### src/rtl/sdcd_pkg.sv
// Package: shared command and power-state codes for the SDRAM command
// decoder. Assumes three-bit command and two-bit power encodings are
// visible on the ports of the top module.
package sdcd_pkg;

    typedef enum logic [2:0] {
        CMD_NOP = 3'd0,
        CMD_ACT = 3'd1,
        CMD_RD  = 3'd2,
        CMD_WR  = 3'd3,
        CMD_PRE = 3'd4,
        CMD_MRS = 3'd5,
        CMD_REF = 3'd6
    } cmd_e;

    typedef enum logic [1:0] {
        PWR_RUN     = 2'd0,
        PWR_PRE_PD  = 2'd1,
        PWR_ACT_PD  = 2'd2,
        PWR_SUSPEND = 2'd3
    } pwr_e;

endpackage

### src/rtl/sdcd_cmd_decode.sv
// Module: combinational command decoder. Turns the sampled strobes into a
// command code. Assumes its inputs are the pin values present at the
// coming rising edge; clock enable low or chip select high yields NOP.
module sdcd_cmd_decode
    import sdcd_pkg::*;
(
    input  logic cke_i,
    input  logic cs_n_i,
    input  logic ras_n_i,
    input  logic cas_n_i,
    input  logic we_n_i,
    output cmd_e cmd_o
);

    logic [2:0] code;

    assign code = {ras_n_i, cas_n_i, we_n_i};

    // Map the strobe pattern onto a command, masking by CKE and CS.
    always_comb begin
        cmd_o = CMD_NOP;
        if (cke_i && !cs_n_i) begin
            case (code)
                3'b011:  cmd_o = CMD_ACT;
                3'b101:  cmd_o = CMD_RD;
                3'b100:  cmd_o = CMD_WR;
                3'b010:  cmd_o = CMD_PRE;
                3'b000:  cmd_o = CMD_MRS;
                3'b001:  cmd_o = CMD_REF;
                default: cmd_o = CMD_NOP;
            endcase
        end
    end

endmodule

### src/rtl/sdcd_bank_slot.sv
// Module: state of a single bank: open flag, stored row, burst counter and
// pending auto-precharge. Assumes adv_i is clock enable; with it low every
// register holds. Precharge outranks any other command on this bank.
module sdcd_bank_slot
    import sdcd_pkg::*;
#(
    parameter int ROW_W     = 13,
    parameter int BURST_LEN = 4,
    localparam int CNT_W    = $clog2(BURST_LEN + 1)
) (
    input  logic             clk,
    input  logic             rst_n,
    input  logic             adv_i,
    input  cmd_e             cmd_i,
    input  logic             sel_i,
    input  logic             pre_hit_i,
    input  logic             ap_req_i,
    input  logic [ROW_W-1:0] row_i,
    output logic             open_o,
    output logic             busy_o,
    output logic [ROW_W-1:0] row_o
);

    localparam logic [CNT_W-1:0] CNT_LOAD = CNT_W'(BURST_LEN);

    logic [CNT_W-1:0] cnt_q;
    logic             ap_q;
    logic             access;

    assign access = sel_i && ((cmd_i == CMD_RD) || (cmd_i == CMD_WR));

    // Advance open flag, row, burst count and auto-precharge on enabled edges.
    always_ff @(posedge clk) begin
        if (!rst_n) begin
            open_o <= 1'b0;
            row_o  <= '0;
            cnt_q  <= '0;
            ap_q   <= 1'b0;
        end else if (adv_i) begin
            if (pre_hit_i && (cmd_i == CMD_PRE)) begin
                open_o <= 1'b0;
                cnt_q  <= '0;
                ap_q   <= 1'b0;
            end else if (sel_i && (cmd_i == CMD_ACT) && !open_o) begin
                open_o <= 1'b1;
                row_o  <= row_i;
            end else if (access && open_o) begin
                cnt_q <= CNT_LOAD;
                ap_q  <= ap_req_i;
            end else if (cnt_q != '0) begin
                cnt_q <= cnt_q - 1'b1;
                if ((cnt_q == CNT_W'(1)) && ap_q) begin
                    open_o <= 1'b0;
                    ap_q   <= 1'b0;
                end
            end
        end
    end

    assign busy_o = (cnt_q != '0);

endmodule

### src/rtl/sdcd_bank_tracker.sv
// Module: array of bank slots plus the precharge target resolver. Assumes
// the address bit at AP_BIT selects all banks on a precharge; otherwise the
// bank-select field picks exactly one.
module sdcd_bank_tracker
    import sdcd_pkg::*;
#(
    parameter int NUM_BANKS = 4,
    parameter int ROW_W     = 13,
    parameter int AP_BIT    = 10,
    parameter int BURST_LEN = 4,
    localparam int BA_W     = $clog2(NUM_BANKS)
) (
    input  logic                       clk,
    input  logic                       rst_n,
    input  logic                       adv_i,
    input  cmd_e                       cmd_i,
    input  logic [BA_W-1:0]            ba_i,
    input  logic [ROW_W-1:0]           a_i,
    output logic [NUM_BANKS-1:0]       open_o,
    output logic [NUM_BANKS-1:0]       busy_o,
    output logic [NUM_BANKS*ROW_W-1:0] rows_o,
    output logic [NUM_BANKS-1:0]       pre_mask_o
);

    logic [NUM_BANKS-1:0] sel;

    // Resolve the one-hot bank select and the precharge target set.
    always_comb begin
        sel = '0;
        sel[ba_i] = 1'b1;
        pre_mask_o = a_i[AP_BIT] ? {NUM_BANKS{1'b1}} : sel;
    end

    for (genvar b = 0; b < NUM_BANKS; b++) begin : g_bank
        sdcd_bank_slot #(
            .ROW_W     (ROW_W),
            .BURST_LEN (BURST_LEN)
        ) u_slot (
            .clk       (clk),
            .rst_n     (rst_n),
            .adv_i     (adv_i),
            .cmd_i     (cmd_i),
            .sel_i     (sel[b]),
            .pre_hit_i (pre_mask_o[b]),
            .ap_req_i  (a_i[AP_BIT]),
            .row_i     (a_i),
            .open_o    (open_o[b]),
            .busy_o    (busy_o[b]),
            .row_o     (rows_o[b*ROW_W +: ROW_W])
        );
    end

endmodule

### src/rtl/sdcd_power_class.sv
// Module: power-state classifier. On an edge with clock enable low it picks
// suspend, active power-down or precharge power-down from the bank state
// held before that edge; clock enable high returns it to running.
module sdcd_power_class
    import sdcd_pkg::*;
#(
    parameter int NUM_BANKS = 4
) (
    input  logic                 clk,
    input  logic                 rst_n,
    input  logic                 cke_i,
    input  logic [NUM_BANKS-1:0] open_i,
    input  logic [NUM_BANKS-1:0] busy_i,
    output pwr_e                 pwr_o
);

    // Register the classified power state each edge.
    always_ff @(posedge clk) begin
        if (!rst_n) begin
            pwr_o <= PWR_RUN;
        end else if (cke_i) begin
            pwr_o <= PWR_RUN;
        end else if (|busy_i) begin
            pwr_o <= PWR_SUSPEND;
        end else if (|open_i) begin
            pwr_o <= PWR_ACT_PD;
        end else begin
            pwr_o <= PWR_PRE_PD;
        end
    end

endmodule

### src/rtl/sdram_cmd_decoder.sv
// Module: top of the SDRAM command decoder. Samples control and address
// pins at each rising edge, registers the decoded command with its fields,
// and exposes per-bank state and the power classification. Assumes timing
// rules are enforced elsewhere; it decodes whatever it is given.
module sdram_cmd_decoder
    import sdcd_pkg::*;
#(
    parameter int NUM_BANKS = 4,
    parameter int ROW_W     = 13,
    parameter int COL_W     = 9,
    parameter int AP_BIT    = 10,
    parameter int BURST_LEN = 4
) (
    input  logic                  clk,
    input  logic                  rst_n,
    input  logic                  cke_i,
    input  logic                  cs_n_i,
    input  logic                  ras_n_i,
    input  logic                  cas_n_i,
    input  logic                  we_n_i,
    input  logic [1:0]            ba_i,
    input  logic [12:0]           a_i,
    output logic [2:0]            cmd_o,
    output logic                  cmd_stb_o,
    output logic [1:0]            bank_o,
    output logic [12:0]           row_o,
    output logic [8:0]            col_o,
    output logic                  auto_pre_o,
    output logic [3:0]            pre_mask_o,
    output logic [3:0]            bank_open_o,
    output logic [3:0]            bank_busy_o,
    output logic [51:0]           open_rows_o,
    output logic [1:0]            pwr_state_o
);

    localparam int BA_W = $clog2(NUM_BANKS);

    cmd_e                 dec_cmd;
    logic [NUM_BANKS-1:0] pre_mask_c;
    pwr_e                 pwr_q;

    sdcd_cmd_decode u_dec (
        .cke_i   (cke_i),
        .cs_n_i  (cs_n_i),
        .ras_n_i (ras_n_i),
        .cas_n_i (cas_n_i),
        .we_n_i  (we_n_i),
        .cmd_o   (dec_cmd)
    );

    sdcd_bank_tracker #(
        .NUM_BANKS (NUM_BANKS),
        .ROW_W     (ROW_W),
        .AP_BIT    (AP_BIT),
        .BURST_LEN (BURST_LEN)
    ) u_banks (
        .clk        (clk),
        .rst_n      (rst_n),
        .adv_i      (cke_i),
        .cmd_i      (dec_cmd),
        .ba_i       (ba_i[BA_W-1:0]),
        .a_i        (a_i[ROW_W-1:0]),
        .open_o     (bank_open_o),
        .busy_o     (bank_busy_o),
        .rows_o     (open_rows_o),
        .pre_mask_o (pre_mask_c)
    );

    sdcd_power_class #(
        .NUM_BANKS (NUM_BANKS)
    ) u_pwr (
        .clk    (clk),
        .rst_n  (rst_n),
        .cke_i  (cke_i),
        .open_i (bank_open_o),
        .busy_i (bank_busy_o),
        .pwr_o  (pwr_q)
    );

    assign pwr_state_o = pwr_q;

    // Register the decoded command and the fields that belong to it.
    always_ff @(posedge clk) begin
        if (!rst_n) begin
            cmd_o      <= CMD_NOP;
            cmd_stb_o  <= 1'b0;
            bank_o     <= '0;
            row_o      <= '0;
            col_o      <= '0;
            auto_pre_o <= 1'b0;
            pre_mask_o <= '0;
        end else begin
            cmd_o      <= dec_cmd;
            cmd_stb_o  <= (dec_cmd != CMD_NOP);
            pre_mask_o <= (dec_cmd == CMD_PRE) ? pre_mask_c : '0;
            if (dec_cmd != CMD_NOP) begin
                bank_o <= ba_i;
            end
            if ((dec_cmd == CMD_ACT) || (dec_cmd == CMD_MRS)) begin
                row_o <= a_i;
            end
            if ((dec_cmd == CMD_RD) || (dec_cmd == CMD_WR)) begin
                col_o      <= a_i[COL_W-1:0];
                auto_pre_o <= a_i[AP_BIT];
            end
        end
    end

endmodule

### config.mk
export PLATFORM = sky130hd
export DESIGN_NAME = sdram_cmd_decoder
export DESIGN_NICKNAME = d
export VERILOG_FILES = /design/src/rtl/sdcd_pkg.sv /design/src/rtl/sdcd_cmd_decode.sv /design/src/rtl/sdcd_bank_slot.sv /design/src/rtl/sdcd_bank_tracker.sv /design/src/rtl/sdcd_power_class.sv /design/src/rtl/sdram_cmd_decoder.sv
export SDC_FILE = /design/constraint.sdc
export NUM_CORES = 1
export LEC_CHECK = 0
export BUFFER_PORTS_ARGS = -buffer_cell sky130_fd_sc_hd__clkbuf_2
export CORE_MARGIN = 2
export CORE_UTILIZATION = 45
export DETAILED_ROUTE_END_ITERATION = 10
export MAX_ROUTING_LAYER = met4
export PLACE_DENSITY = 0.69
export SETUP_SLACK_MARGIN = 0.05
export SLEW_MARGIN = 20
export SYNTH_ARGS = -nofsm -noshare
export SYNTH_HDL_FRONTEND = slang
export SYNTH_SLANG_ARGS = --single-unit
### constraint.sdc
create_clock -name clk -period 1.8 [get_ports clk]
set_input_delay 0.18 -clock clk [delete_from_list [all_inputs] [get_ports clk]]
set_output_delay 0.18 -clock clk [all_outputs]
set_load 0.02 [all_outputs]
==> impl_metrics.csv <==
group,metric,value,unit
run_status,run_status,"completed",
synthesis,synthesis.nets,565,
sta,report.final.setup_viol,0,
synthesis,yosysTopAreaCell,"dfxtp_1",
clock_tree,cts_clk_pin_slew_worst_paths,0.11,ns
die,core_footprint,0.00986,mm²
global_route,globalRouteOverflowTotal,0,
synthesis,synth-warning-count,0,
routing,detailedRoute.firstIterationViolations,245,
synthesis,synthFlopType,"dfxtp_1",
cells_and_area,finalInstanceArea,0.00553,mm²
die,die_width,105,µm
power,vdd_ir_drop_max,0.383,mV
place,placedInstanceArea,0.00531,mm²
place,io_buffer_count,116,
cells_and_area,syn_to_final_growth,19.8,%
synthesis,ys_seq_area_share,46.4,%
power,power_per_cell_area,966,mW/mm²
clock_tree,postCtsSetupRepairBufs,0,
clock_tree,clockBufferDepth,2,
routing,via_count,4163,
clock_tree,tritoncts,"built",
job,maxCapViolCount,0,
routing,via_per_inst,5.39,
clock_tree,inserted_clock_buffers,9,
global_route,wire_length_of_the_first_global_routing_pass,19400,µm
worst_setup_path,critPathMostFrequentCell,"inv_1",
sta,timing_max_transition_violations_final,0,
synthesis,ys_seq_elements,107,
die,io_pins,117,
sta,layout_worst_path_cycle_share,92.3,%
die,placementRows,36,
clock_tree,clk_latency,0.37,ns
die,die-area,0.0111,mm²
worst_setup_path,cp_slowest_cell,"dfxtp_1",
synthesis,ys_async_sr_fraction,0,%
synthesis,post_synth_instance_area,0.00462,mm²
sta,timing.fmax,602,MHz
sta,post-route-min-period,1.66,ns
worst_setup_path,cells_along_the_critical_path,"inv_1 > ha_1 > nor2b_4 > inv_1 > clkbuf_2",
worst_setup_path,kind_of_cell_adding_the_most_delay_to_the_critical_path,"buffers and inverters",
synthesis,yosysTopAreaCellShare,46.4,%
hold_path,min_path_type,"in -> reg",
synthesis,synth.distinct_cells,54,
cells_and_area,fill_cells,902,
worst_setup_path,critical_path_source_type,"register",
global_route,grt_util_all_layers,22.2,%
clock_tree,post_cts_hold_buffer_count,0,
place,placed_wire_length_estimate,8710,µm
synthesis,synthesis.instances,531,
sta,final.setup.tns,0,ns
sta,report.final.hold_viol_count,0,
global_route,grt_antenna_before_repair,0,
die,initial_core_util,46.8,%
worst_setup_path,critical_path.n_buffers_inverters,3,
clock_tree,clock-root-buffer,"clkbuf_8",
routing,detailedRoute.firstPassIterationCount,5,
worst_setup_path,setup.worst_path.end_class,"output pin",
die,die_y,105,µm
cells_and_area,post_route_cells_drive_above_1_share,26.6,%
sta,grt_setup_unrepaired,"false",
routing,number_of_routed_nets_with_antenna_violations,0,
power,total_leakage_power,2.37,nW
sta,finClkSkew,0.00935,ns
place,gp_congestion,0.905,
worst_setup_path,timing.critical_path.arrival,1.48,ns
worst_setup_path,cpPeakStageDelay,0.37,ns
synthesis,synth_area_per_cell,8.69,µm²
global_route,first_global_vias,3810,
cells_and_area,post-route-util,56.1,%
clock_tree,clock_sink_count,107,
worst_setup_path,timing.critical_path.required,1.62,ns
clock_tree,htree_levels,3,
routing,routed_wirelength,12000,µm
cells_and_area,fin_nets,669,
power,total_power,5.35,mW
synthesis,netlist_top_cells_area,"dfxtp_1 (46%), nand2_1 (8.4%), a21oi_1 (6.7%), mux2i_1 (6.3%), nor2_1 (3.8%)",
sta,slew-limit-headroom,69.0,%
global_route,grt_max_degree,81,
worst_setup_path,criticalPathCategory,"reg -> out",
clock_tree,cts-resized-gates,2,
routing,route.detailed.wl_per_inst,15.5,µm
sta,timing_worst_slew_pin_value,0.464,ns
synthesis,post_synth_edffs,0,
routing,drc_errors,0,
cells_and_area,antennaDiodeCount,0,
worst_setup_path,cp_max_fo,6,
sta,whs,0.109,ns
power breakdown:
group          internal, mW  switching (mW)  total (mW)
clock network         0.583           0.893        1.48
logic                 0.500           0.777        1.28
registers              2.50          0.0950        2.59
cell usage after synthesis, types with 2 or more instances:
master and n:
nand3_1 20, mux2i_1 29, o22ai_1 4, a31oi_1 4, and2_1 2, nand4bb_1 3
nand4b_1 3, and4bb_2 4, o221ai_1 3, buf_4 10, a21o_1 2, o211ai_1 3
nand2_1 103, xnor2_1 3, o21ai_0 3, nor4_1 2, nand2b_1 3, clkbuf_1 18
o221a_2 6, and3b_1 3, and3_1 3, dfxtp_1 107, buf_2 10, nor3_1 4
nor2b_1 4, a21oi_1 62, inv_1 14, nand4_1 6, o21a_1 2, ha_1 12
nor4bb_1 6, or4bb_1 2, nor2_1 47, a22oi_1 4
placed cells by master (no fill, tap or decap), drive strengths merged, types with 6 or more instances in the layout:
cell    Yosys  layout
buf        22      18
nor2       48      48
clkbuf     19     126
dfxtp     107     107
nor4bb      6       6
o221a       6       6
a21oi      62      62
nand3      20      20
mux2i      29      29
nand2     103     103
ha         12      12
nand4       6       6
inv        14      17
stage by stage:
| stage | cells | setup WS [ns] |
|---|---|---|
| 3_3_place_gp | 757 | 0.174 |
| 2_1_floorplan | 531 | 0.236 |
| 3_5_place_dp | 757 | 0.112 |
| 4_1_cts | 773 | 0.0991 |
| 5_1_grt | 773 | 0.0606 |
| 6_report | 773 | 0.139 |
logic make-up after synthesis:
kind of cell | synth area share, %
flops | 46.4
buf+inv | 5.75
compound gates | 13.6
simple gates | 24.0
xor+xnor | 0.759
mux | 6.29
fa+ha+maj | 3.25
worst reg2reg max path, delay by kind of cell, from the launching register on:
family / cells / cell delay (ns)
flip-flops: 1 / 0.37
adder cells (fa/ha/maj): 1 / 0.20
buffers and inverters: 1 / 0.09
AO/OA/AOI/OAI: 1 / 0.26
AND/OR/NAND/NOR: 2 / 0.60
layer usage:
metal,GRT usage (%),routed length [µm],vias to the layer above
met1,29.3,5260,1964
met2,34.7,5660,146
met5,-,0,-
li1,-,-,2036
met4,6.67,215,0
met3,4.27,842,17
sequential cells by signal, summed over array words and instances, names as in the netlist:
register and flops:
u_banks.g_bank.u_slot.row_o 52, row_o 13, u_banks.g_bank.u_slot.cnt_q 12, col_o 9, pre_mask_o 4, u_banks.g_bank.u_slot.ap_q 4
u_banks.g_bank.u_slot.open_o 4, cmd_o 3, bank_o 2, u_pwr.pwr_o 2, auto_pre_o 1, cmd_stb_o 1
area by class of cell:
cell class	instances	area [µm²]	area share [%]
Multi-Input combinational cell	369	2230	40.2
Sequential cell	107	2140	38.7
Timing Repair Buffer	134	741	13.4
Tap cell	133	166	3.01
Clock buffer	10	138	2.49
Clock inverter	6	65.1	1.18
Inverter	14	52.6	0.950
worst paths after layout:
kind | depth (start not counted) | endpoint | from | slack [ns]
hold reg to reg | 2 | u_banks.g_bank[2].u_slot.row_o[9]$_SDFFE_PN0P_ | u_banks.g_bank[2].u_slot.row_o[9]$_SDFFE_PN0P_ | 0.46
setup / recovery | 5 | bank_busy_o[2] | u_banks.g_bank[2].u_slot.cnt_q[1]$_SDFFE_PN0P_ | 0.14
setup reg to reg | 5 | u_banks.g_bank[2].u_slot.open_o$_SDFFE_PN0P_ | u_banks.g_bank[2].u_slot.cnt_q[1]$_SDFFE_PN0P_ | 0.17
hold / removal | 3 | u_banks.g_bank[2].u_slot.row_o[9]$_SDFFE_PN0P_ | a_i[9] | 0.11
Note: power is estimated with default switching activity, not from simulation.
